## config.mk

```make
export PLATFORM = sky130hd
export DESIGN_NAME = sg_walker
export DESIGN_NICKNAME = d
export VERILOG_FILES = /design/src/rtl/sgw_pkg.sv /design/src/rtl/sgw_desc_decode.sv /design/src/rtl/sgw_beat_size.sv /design/src/rtl/sg_walker.sv
export SDC_FILE = /design/constraint.sdc
export NUM_CORES = 1
export LEC_CHECK = 0
export BUFFER_PORTS_ARGS = -buffer_cell sky130_fd_sc_hd__buf_4
export CAP_MARGIN = 15
export CORE_ASPECT_RATIO = 2
export CORE_MARGIN = 3
export CORE_UTILIZATION = 56
export CTS_CLUSTER_DIAMETER = 200
export DETAILED_ROUTE_END_ITERATION = 16
export PLACE_DENSITY = 0.8
export SYNTH_ARGS = -nofsm -noshare
export SYNTH_HDL_FRONTEND = slang
export SYNTH_SLANG_ARGS = --single-unit
```

## constraint.sdc

```tcl
create_clock -name clk_i -period 6.25 [get_ports clk_i]
set_input_delay 1.25 -clock clk_i [delete_from_list [all_inputs] [get_ports clk_i]]
set_output_delay 1.25 -clock clk_i [all_outputs]
set_load 0.05 [all_outputs]
```

## src/rtl/sgw_pkg.sv

```systemverilog
package sgw_pkg;
  typedef enum logic [2:0] {
    ST_IDLE, ST_EVAL, ST_FA, ST_WA, ST_FS, ST_WS, ST_DREQ, ST_DWAIT
  } sgw_state_e;
  localparam int unsigned DESC_BYTES = 8;
  localparam int unsigned CNT_W      = 17;
endpackage

```

## src/rtl/sgw_desc_decode.sv

```systemverilog
module sgw_desc_decode
  import sgw_pkg::*;
(
  input  logic [31:0]      size_word_i,
  output logic [CNT_W-1:0] region_len_o,
  output logic             last_o
);
  logic [15:0] masked;
  assign masked       = size_word_i[15:0] & 16'hFFFE;
  assign region_len_o = (masked == 16'h0) ? CNT_W'(17'h10000) : CNT_W'(masked);
  assign last_o       = size_word_i[31];

  logic unused_mid;
  assign unused_mid = ^size_word_i[30:16];
endmodule

```

## src/rtl/sgw_beat_size.sv

```systemverilog
module sgw_beat_size
  import sgw_pkg::*;
#(
  parameter int unsigned LEN_W      = 16,
  parameter int unsigned BEAT_BYTES = 4,
  localparam int unsigned NB_W      = $clog2(BEAT_BYTES + 1)
) (
  input  logic [LEN_W-1:0] owed_i,
  input  logic [CNT_W-1:0] reg_len_i,
  output logic [NB_W-1:0]  nb_o
);
  logic [31:0] o32, r32, m;
  always_comb begin
    o32  = 32'(owed_i);
    r32  = 32'(reg_len_i);
    m    = (o32 < r32) ? o32 : r32;
    nb_o = (m >= 32'(BEAT_BYTES)) ? NB_W'(BEAT_BYTES) : NB_W'(m);
  end
endmodule

```

## src/rtl/sg_walker.sv

```systemverilog
module sg_walker
  import sgw_pkg::*;
#(
  parameter int unsigned LEN_W      = 16,
  parameter int unsigned AW         = 32,
  parameter int unsigned PAGE_BYTES = 4096,
  parameter int unsigned BEAT_BYTES = 4,
  localparam int unsigned DW        = 8 * BEAT_BYTES,
  localparam int unsigned NB_W      = $clog2(BEAT_BYTES + 1)
) (
  input  logic             clk_i,
  input  logic             rst_ni,
  input  logic             start_i,
  input  logic             to_host_i,
  input  logic [AW-1:0]    table_base_i,
  input  logic [LEN_W-1:0] xfer_len_i,
  output logic             busy_o,
  output logic             done_o,
  output logic             short_o,
  output logic             mem_req_o,
  output logic             mem_we_o,
  output logic [AW-1:0]    mem_addr_o,
  output logic [NB_W-1:0]  mem_nbytes_o,
  output logic [DW-1:0]    mem_wdata_o,
  input  logic             mem_gnt_i,
  input  logic             mem_rvalid_i,
  input  logic [DW-1:0]    mem_rdata_i,
  output logic [LEN_W-1:0] buf_raddr_o,
  input  logic [DW-1:0]    buf_rdata_i,
  output logic             buf_we_o,
  output logic [LEN_W-1:0] buf_waddr_o,
  output logic [DW-1:0]    buf_wdata_o,
  output logic [NB_W-1:0]  buf_wbytes_o
);
  sgw_state_e       state_q;
  logic [AW-1:0]    ptr_q, base_q, raddr_q;
  logic [CNT_W-1:0] rlen_q;
  logic             last_q, to_host_q, done_q, short_q;
  logic [LEN_W-1:0] owed_q, idx_q;
  logic             bwe_q;
  logic [LEN_W-1:0] bwaddr_q;
  logic [DW-1:0]    bwdata_q;
  logic [NB_W-1:0]  bwbytes_q;

  logic [CNT_W-1:0] dec_len;
  logic             dec_last;
  logic [NB_W-1:0]  nb;
  logic [AW-1:0]    offset;
  logic             guard_hit;

  sgw_desc_decode u_dec (
    .size_word_i (mem_rdata_i[31:0]),
    .region_len_o(dec_len),
    .last_o      (dec_last)
  );

  sgw_beat_size #(.LEN_W(LEN_W), .BEAT_BYTES(BEAT_BYTES)) u_beat (
    .owed_i   (owed_q),
    .reg_len_i(rlen_q),
    .nb_o     (nb)
  );

  assign offset    = ptr_q - base_q;
  assign guard_hit = offset >= AW'(PAGE_BYTES);

  always_comb begin
    mem_req_o    = (state_q == ST_FA) || (state_q == ST_FS) || (state_q == ST_DREQ);
    mem_we_o     = (state_q == ST_DREQ) && to_host_q;
    mem_addr_o   = raddr_q;
    mem_nbytes_o = nb;
    if (state_q == ST_FA) begin
      mem_addr_o   = ptr_q;
      mem_nbytes_o = NB_W'(4);
    end else if (state_q == ST_FS) begin
      mem_addr_o   = ptr_q + AW'(4);
      mem_nbytes_o = NB_W'(4);
    end
  end

  assign mem_wdata_o  = buf_rdata_i;
  assign buf_raddr_o  = idx_q;
  assign busy_o       = state_q != ST_IDLE;
  assign done_o       = done_q;
  assign short_o      = short_q;
  assign buf_we_o     = bwe_q;
  assign buf_waddr_o  = bwaddr_q;
  assign buf_wdata_o  = bwdata_q;
  assign buf_wbytes_o = bwbytes_q;

  always_ff @(posedge clk_i or negedge rst_ni) begin
    if (!rst_ni) begin
      state_q   <= ST_IDLE;
      ptr_q     <= '0;
      base_q    <= '0;
      raddr_q   <= '0;
      rlen_q    <= '0;
      last_q    <= 1'b0;
      to_host_q <= 1'b0;
      owed_q    <= '0;
      idx_q     <= '0;
      done_q    <= 1'b0;
      short_q   <= 1'b0;
      bwe_q     <= 1'b0;
      bwaddr_q  <= '0;
      bwdata_q  <= '0;
      bwbytes_q <= '0;
    end else begin
      done_q <= 1'b0;
      bwe_q  <= 1'b0;
      unique case (state_q)
        ST_IDLE: if (start_i) begin
          base_q    <= table_base_i;
          ptr_q     <= table_base_i;
          raddr_q   <= '0;
          rlen_q    <= '0;
          last_q    <= 1'b0;
          owed_q    <= xfer_len_i;
          idx_q     <= '0;
          to_host_q <= to_host_i;
          short_q   <= 1'b0;
          state_q   <= ST_EVAL;
        end
        ST_EVAL: begin
          if (owed_q == '0) begin
            done_q  <= 1'b1;
            state_q <= ST_IDLE;
          end else if (rlen_q == '0) begin
            if (last_q || guard_hit) begin
              done_q  <= 1'b1;
              short_q <= 1'b1;
              state_q <= ST_IDLE;
            end else begin
              state_q <= ST_FA;
            end
          end else begin
            state_q <= ST_DREQ;
          end
        end
        ST_FA: if (mem_gnt_i) state_q <= ST_WA;
        ST_WA: if (mem_rvalid_i) begin
          raddr_q <= mem_rdata_i[31:0];
          state_q <= ST_FS;
        end
        ST_FS: if (mem_gnt_i) state_q <= ST_WS;
        ST_WS: if (mem_rvalid_i) begin
          rlen_q  <= dec_len;
          last_q  <= dec_last;
          ptr_q   <= ptr_q + AW'(DESC_BYTES);
          state_q <= ST_EVAL;
        end
        ST_DREQ: if (mem_gnt_i) begin
          if (to_host_q) begin
            raddr_q <= raddr_q + AW'(nb);
            rlen_q  <= rlen_q - CNT_W'(nb);
            owed_q  <= owed_q - LEN_W'(nb);
            idx_q   <= idx_q + LEN_W'(nb);
            state_q <= ST_EVAL;
          end else begin
            state_q <= ST_DWAIT;
          end
        end
        ST_DWAIT: if (mem_rvalid_i) begin
          bwe_q     <= 1'b1;
          bwaddr_q  <= idx_q;
          bwdata_q  <= mem_rdata_i;
          bwbytes_q <= nb;
          raddr_q   <= raddr_q + AW'(nb);
          rlen_q    <= rlen_q - CNT_W'(nb);
          owed_q    <= owed_q - LEN_W'(nb);
          idx_q     <= idx_q + LEN_W'(nb);
          state_q   <= ST_EVAL;
        end
        default: state_q <= ST_IDLE;
      endcase
    end
  end

  // request held steady until granted
  p_req_hold_r11: assert property (@(posedge clk_i) disable iff (!rst_ni)
    mem_req_o && !mem_gnt_i |=> mem_req_o && $stable(mem_addr_o) && $stable(mem_we_o));
  // descriptor read only with an empty region
  p_fetch_empty_r6: assert property (@(posedge clk_i) disable iff (!rst_ni)
    (state_q == ST_FA) |-> (rlen_q == '0) && (owed_q != '0));
  // decoded count is always even
  p_even_count_r2: assert property (@(posedge clk_i) disable iff (!rst_ni)
    (state_q == ST_WS) && mem_rvalid_i |=> rlen_q[0] == 1'b0);
  // zero count loads a 64 KiB region
  p_zero_is_64k_r3: assert property (@(posedge clk_i) disable iff (!rst_ni)
    (state_q == ST_WS) && mem_rvalid_i && (mem_rdata_i[15:1] == 15'h0)
    |=> rlen_q == CNT_W'(17'h10000));
  // fetch pointer never passes one page of descriptors
  p_window_r5: assert property (@(posedge clk_i) disable iff (!rst_ni)
    offset <= AW'(PAGE_BYTES));
  // done is a single-cycle pulse and its flag matches the cause
  p_done_pulse_r9: assert property (@(posedge clk_i) disable iff (!rst_ni)
    done_o |=> !done_o);
  p_short_cause_r9: assert property (@(posedge clk_i) disable iff (!rst_ni)
    done_o && short_o |-> (last_q || guard_hit) && (rlen_q == '0) && (owed_q != '0));
  p_full_cause_r9: assert property (@(posedge clk_i) disable iff (!rst_ni)
    done_o && !short_o |-> owed_q == '0);
  // data beats carry between 1 and BEAT_BYTES bytes
  p_beat_cap_r7: assert property (@(posedge clk_i) disable iff (!rst_ni)
    (state_q == ST_DREQ) |-> (mem_nbytes_o != '0) && (mem_nbytes_o <= NB_W'(BEAT_BYTES)));
endmodule

```

After elaboration in Yosys (flattened, before gate mapping)

Cells that the tools add are included.

Output and inout port bits: 140
Logic and storage cells: 123
Bits in registers: 204
Input bits: 118

Reduce and logical (&&, ||, !) cells: 23
Muxes and demuxes: 56
Equal/unequal tests: 19
Add/sub/neg operators: 7
$lt $le $gt $ge: 3

Operators by type and width:

| operator                                                                               | number |
|---|---|
| 32-bit two-way mux                                                                     | 9 |
| 16-bit two-way mux                                                                     | 8 |
| 32-bit one-hot mux with 4 select lines                                                 | 1 |
| 17-bit two-way mux                                                                     | 7 |
| 16-bit one-hot mux with 3 select lines                                                 | 2 |
| 17-bit one-hot mux with 4 select lines                                                 | 1 |
| 32-bit one-hot mux with 2 select lines                                                 | 1 |
| 3-bit two-way mux                                                                      | 12 |
| 32-bit by 3-bit adder with 32-bit output                                               | 1 |
| 32-bit by 3-bit adder with 32-bit output (second input constant)                       | 1 |
| 32-bit by 4-bit adder with 32-bit output (second input constant)                       | 1 |
| 32-bit by 13-bit greater-or-equal comparator with 1-bit output (second input constant) | 1 |
| 32-bit by 3-bit greater-or-equal comparator with 1-bit output (second input constant)  | 1 |
| 16-bit logical NOT                                                                     | 2 |
| 32-bit subtractor                                                                      | 1 |
| 2-bit != test (second input constant)                                                  | 11 |
| 3-bit one-hot mux with 7 select lines                                                  | 1 |
| 6-bit AND reduction                                                                    | 3 |
| 17-bit logical NOT                                                                     | 1 |
| 16-bit by 17-bit < comparator with 1-bit output                                        | 1 |
| 17-bit by 3-bit subtractor with 17-bit output                                          | 1 |
| 16-bit by 3-bit adder with 16-bit output                                               | 1 |
| 16-bit by 3-bit subtractor with 16-bit output                                          | 1 |
| 3-bit == test (second input constant)                                                  | 4 |
| other kinds (16)                                                                       | 35 |

Depth between registers and ports, before layout

Depth after elaboration: 8
Depth in mapped cells: 24
Mapped depth without buffers: 23

Cells and area by module

Synthesis repeated with hierarchy kept, for this count alone.

Cells, all modules: 1788
Area total of the unflattened synthesis: 14326.2 µm²

By module, submodules not included:

| module          | cells an instance | area each (µm²) | sequential area each (µm²) | instances |
|---|---|---|---|---|
| sg_walker       | 1697              | 13701.9         | 5104.9                     | 1 |
| sgw_beat_size   | 68                | 516.7           | 0.0                        | 1 |
| sgw_desc_decode | 23                | 107.6           | 0.0                        | 1 |

Worst setup path before layout

Ideal clock, no wire load.

Path type: register to output
From: reg ptr_q[6]
To: out mem_addr_o[27]
Path buffers: 1
Data required time: 5000 ps
Cell stages (with the launch flop): 9
Arrival: 3578 ps
Setup slack: 1422 ps
Cell sequence: dfrtp_1 clkbuf_1 nand2_1 nor3_1 and3_1 inv_1 nor2_1 nand4_1 o311ai_0

Cells in the longest elaborated chain, start to end: 3

Ends and longest elaborated chain:

| element                                  | RTL line         | RTL |
|---|---|---|
| start: declaration                       | sg_walker.sv:36  | `logic [AW-1:0] ptr_q, base_q, raddr_q;` |
| start signal: assignment                 | sg_walker.sv:113 | `ptr_q <= table_base_i;` |
| start signal: assignment                 | sg_walker.sv:148 | `ptr_q <= ptr_q + AW'(DESC_BYTES);` |
| 32-bit by 3-bit adder with 32-bit output | sg_walker.sv:75  | `mem_addr_o = ptr_q + AW'(4);` |
| 32-bit two-way mux                       | sg_walker.sv:74  | `end else if (state_q == ST_FS) begin` |
| 32-bit two-way mux                       | sg_walker.sv:71  | `if (state_q == ST_FA) begin` |
| end: declaration                         | sg_walker.sv:22  | `output logic [AW-1:0] mem_addr_o,` |

Every way passes these cells.

Worst setup path in the final report

From: reg rlen_q[1]
To: reg owed_q[14]

Cells in the longest elaborated chain, start to end: 8
Elaborated cells between the ends (all ways): 9
Those cells by class: 1 x add/sub; 2 x order compare; 6 x mux

Ends and longest elaborated chain:

| element                                                       | RTL line                           | RTL |
|---|---|---|
| start: declaration                                            | sg_walker.sv:37                    | `logic [CNT_W-1:0] rlen_q;` |
| start signal: assignment                                      | sg_walker.sv:146                   | `rlen_q <= dec_len;` |
| start signal: assignment                                      | sg_walker.sv:154                   | `rlen_q <= rlen_q - CNT_W'(nb);` |
| start signal: assignment                                      | sg_walker.sv:168                   | `rlen_q <= rlen_q - CNT_W'(nb);` |
| 16-bit by 17-bit < comparator with 1-bit output               | sgw_beat_size.sv:16                | `m = (o32 < r32) ? o32 : r32;` |
| 17-bit two-way mux (*)                                        | sgw_beat_size.sv:16                |  |
| 32-bit by 3-bit greater-or-equal comparator with 1-bit output | sgw_beat_size.sv:17                | `nb_o = (m >= 32'(BEAT_BYTES)) ? NB_W'(BEAT_BYTES) : NB_W'(m);` |
| 3-bit two-way mux (*)                                         | sgw_beat_size.sv:17                |  |
| named net nb[2]                                               | sg_walker.sv:47                    | `logic [NB_W-1:0] nb;` |
| 16-bit by 3-bit subtractor with 16-bit output (*)             | sg_walker.sv:155, sg_walker.sv:169 |  |
| 16-bit two-way mux                                            | sg_walker.sv:152                   | `if (to_host_q) begin` |
| 16-bit two-way mux                                            | sg_walker.sv:151                   | `ST_DREQ: if (mem_gnt_i) begin` |
| 16-bit one-hot mux with 3 select lines (*)                    | sg_walker.sv:110                   | `unique case (state_q)` |
| end signal: assignment                                        | sg_walker.sv:117                   | `owed_q <= xfer_len_i;` |
| end signal: assignment                                        | sg_walker.sv:155                   | `owed_q <= owed_q - LEN_W'(nb);` |
| end signal: assignment                                        | sg_walker.sv:169                   | `owed_q <= owed_q - LEN_W'(nb);` |
| end: declaration                                              | sg_walker.sv:39                    | `logic [LEN_W-1:0] owed_q, idx_q;` |

Mark *: on every way through the listed nets, which the timed path passes. The rest lies on a longest branch. The select of a mux whose other input is x is not followed.
A chain may end at the register's enable or synchronous reset.

==> metrics.csv <==
stage,metric,value,unit
critical_path,crit_type,flop to flop,
timing,skew,15.8,ps
yosys,synth-xor-area-share,1.96,%
yosys,synth_fa_ha_area_share,6.15,%
layout,final_nets,2084,
critical_path,crit_required,6680,ps
drt,ant_nets,0,
critical_path,end_kind,flop,
layout,drive_above_1_share,14.8,%
drt,vias_per_cell,6.21,
clock_network,post_cts_buffers,0,
clock_network,cts.path.max_buffers,3,
global_routing,grt_usage,34.8,%
yosys,synth_area,13800,µm²
clock_network,cts_buffers,19,
clock_network,cts_tree,done,
drt,drt-total-wl,46700,µm
yosys,synth_mux_area_share,0.597,%
pwr,vdd_drop_max,0.366,mV
timing,rsz0062_at_grt,false,
drt,drtIter0Drc,1176,
yosys,seq_area_frac_synth,36.9,%
placed_design,portBuffers,193,
timing,maxSlewHeadroom,37.2,%
die,die_w,117,µm
layout,layout_common_cells,"363 x nand2_1, 220 x o21ai_0, 211 x buf_4",
layout,fillCellCount,2090,
yosys,yosys_warnings,0,
yosys,synth_cell_types,77,
timing,fin_tns_setup,0,ps
drt,via_count,13900,
clock_network,cts_hold_buf,0,
timing,period_needed,5110,ps
layout,mostFrequentLayoutCell,nand2_1,
timing,slew_violations,0,
drt,dr.pass1.iters,6,
global_routing,grt_pass1_vias,13700,
placed_design,routabilityCongestion,1.01,
timing,tightest_slew,942,ps
yosys,synth_edf_count,0,
critical_path,cp_data_arrival_time,5540,ps
die,io_pins,258,
global_routing,gr-total-overflow,0,
yosys,synth_compound_area_share,24.5,%
drt,drc_errors,0,
yosys,synthArstFlopShare,100,%
flow_run,maxCapViolations,0,
pwr,p_leak,7.25,nW
drt,wl_per_cell,20.8,µm
die,start_util,57.4,%
critical_path,crit_fanout,10,
global_routing,antenna_found_initial,1,
timing,final_hold_viol_count,0,
critical_path,crit_path_start_kind,flop,
layout,fin_util,65.7,%
clock_network,insertion_delay,520,ps
yosys,ys_seq_elements,204,
drt,routed.top_layer,met4,
clock_network,cts-root-buf,clkbuf_16,
yosys,yosys.area.top_type_share,36.9,%
drt,met1Wirelength,15700,µm
yosys,avgSynthCellArea,7.69,µm²
yosys,synth_top_family_by_area,compound AO/OA/AOI/OAI gates,
yosys,yosysTopAreaCell,dfrtp_1,
die,core-area,24100,µm²
global_routing,grt_pass1_wl,73000,µm
die,rows,80,
clock_network,cts_sinks,204,
drt,met2_length,24200,µm
yosys,synthFlopType,dfrtp_1,
yosys,netlist_instances,1799,
yosys,syn_nets,1982,
run_status,status,"finished, final reports clean",
timing,fin_crit_sh,81.8,%
timing,setup_violations,0,
pwr,power_density,655,nW/µm²
clock_network,clk_pin_slew_worst_paths,70,ps
drt,wl_met3,2530,µm
global_routing,grt_max_degree,92,
die,die_h,228,µm
timing,fmax,0.196,GHz
worst_hold_path,hp-class,flop to flop,
layout,area_growth,14.6,%
yosys,synth_area_leaders,"dfrtp_1 37%, nand2_1 9.9%, o21ai_0 8.0%, ha_1 5.4%, a21oi_1 5.4%",
clock_network,h-tree-depth,1,
clock_network,cts_resized,0,
yosys,yosys.area_share.simple,22.9,%
die,die-area,26700,µm²
placed_design,dp.final_hpwl,35300,µm
-- flip-flops by register name (all words and copies together) (netlist names), 3 cells and up --
name          cells
rlen_q           17
ptr_q            32
buf_raddr_o      16
buf_wbytes_o      3
raddr_q          32
owed_q           16
buf_waddr_o      16
base_q           32
state_q           3
buf_wdata_o      32
-- cell usage after synthesis (13+ instances only) --
cell type  instances
nand2_1          364
o21ai_0          220
dfrtp_1          204
a21oi_1          148
nor2_1           137
clkbuf_1          84
inv_1             77
ha_1              60
nor3_1            49
nand3_1           47
buf_4             34
a22oi_1           27
a21o_1            24
and3_1            22
nand4_1           22
o22ai_1           19
a31oi_1           18
a32oi_1           16
xor2_1            16
xnor2_1           15
nor4_1            13
-- per-layer routing --
metal  GRT usage (%)  vias to the layer above
met3            5.01                      206
met4            25.7                        0
met5               0                        -
met1            36.4                     6599
met2            60.6                      599
li1                -                     6535
-- cell families after synthesis --
logic type                 Yosys count
xor gates and xnor gates            31
adders and majority gates           65
DFF                                204
buffers and inverters              211
muxes                                8
AOI/OAI and AO/OA                  563
and+or+nand+nor                    717
-- worst paths after layout --
path	from	end	slack, ps	depth (start not counted)
hold / removal	buf_waddr_o[6]$_DFFE_PN0P_	buf_waddr_o[6]$_DFFE_PN0P_	480	2
setup / recovery	rlen_q[1]$_DFFE_PN0P_	owed_q[14]$_DFFE_PN0P_	1140	21
hold reg to reg	buf_waddr_o[6]$_DFFE_PN0P_	buf_waddr_o[6]$_DFFE_PN0P_	480	2
max in group asynchronous	rst_ni	buf_wdata_o[10]$_DFFE_PN0P_	4120	2
min in group asynchronous	rst_ni	buf_raddr_o[6]$_DFFE_PN0P_	780	1
setup reg to reg	rlen_q[1]$_DFFE_PN0P_	owed_q[14]$_DFFE_PN0P_	1140	21
-- through the flow --
stage,hold WS (ps),cells,cell area (µm²),setup slack (ps),total power [W]
after global routing,502,2242,15900,638,0.0111
after floorplan,433,1799,13800,1420,0.00714
after CTS,482,2241,15800,1150,0.0103
after detailed placement,464,2207,15200,1180,0.00904
final,481,2243,15900,1140,0.0104
after global placement,460,2207,15200,1270,0.00892
-- final cells by class --
class	count	area [µm²]	area share, %
Sequential cell	204	5100	32.2
Antenna cell	1	2.50	0.0158
Timing Repair Buffer	212	1600	10.1
Inverter	80	300	1.89
Clock buffer	22	507	3.20
Multi-Input combinational cell	1384	7800	49.2
Clock inverter	12	129	0.813
Tap cell	328	410	2.59
-- where the power goes --
group / switching [W] / internal (W)
clock: 0.000549 / 0.000673
sequential: 0.000699 / 0.00186
combinational: 0.00445 / 0.00215
total: 0.00570 / 0.00468
-- critical path, stage by stage (launching register included) --
cell     delay (ps)
dfrtp_1         450
inv_1           100
ha_1            300
a21o_1          160
a21o_1          180
a21o_1          170
a21o_1          160
a21oi_1         120
o21ai_0          80
a21o_1          330
mux2i_1         270
nor2_1          380
ha_1            220
inv_1            60
fa_1            390
a211o_1         340
nor3_1          460
nand2_1         240
nor3_1          240
o21ai_0         100
nor2b_1         170
a21oi_1         110
No activity file was read; power rests on OpenSTA's default activity.
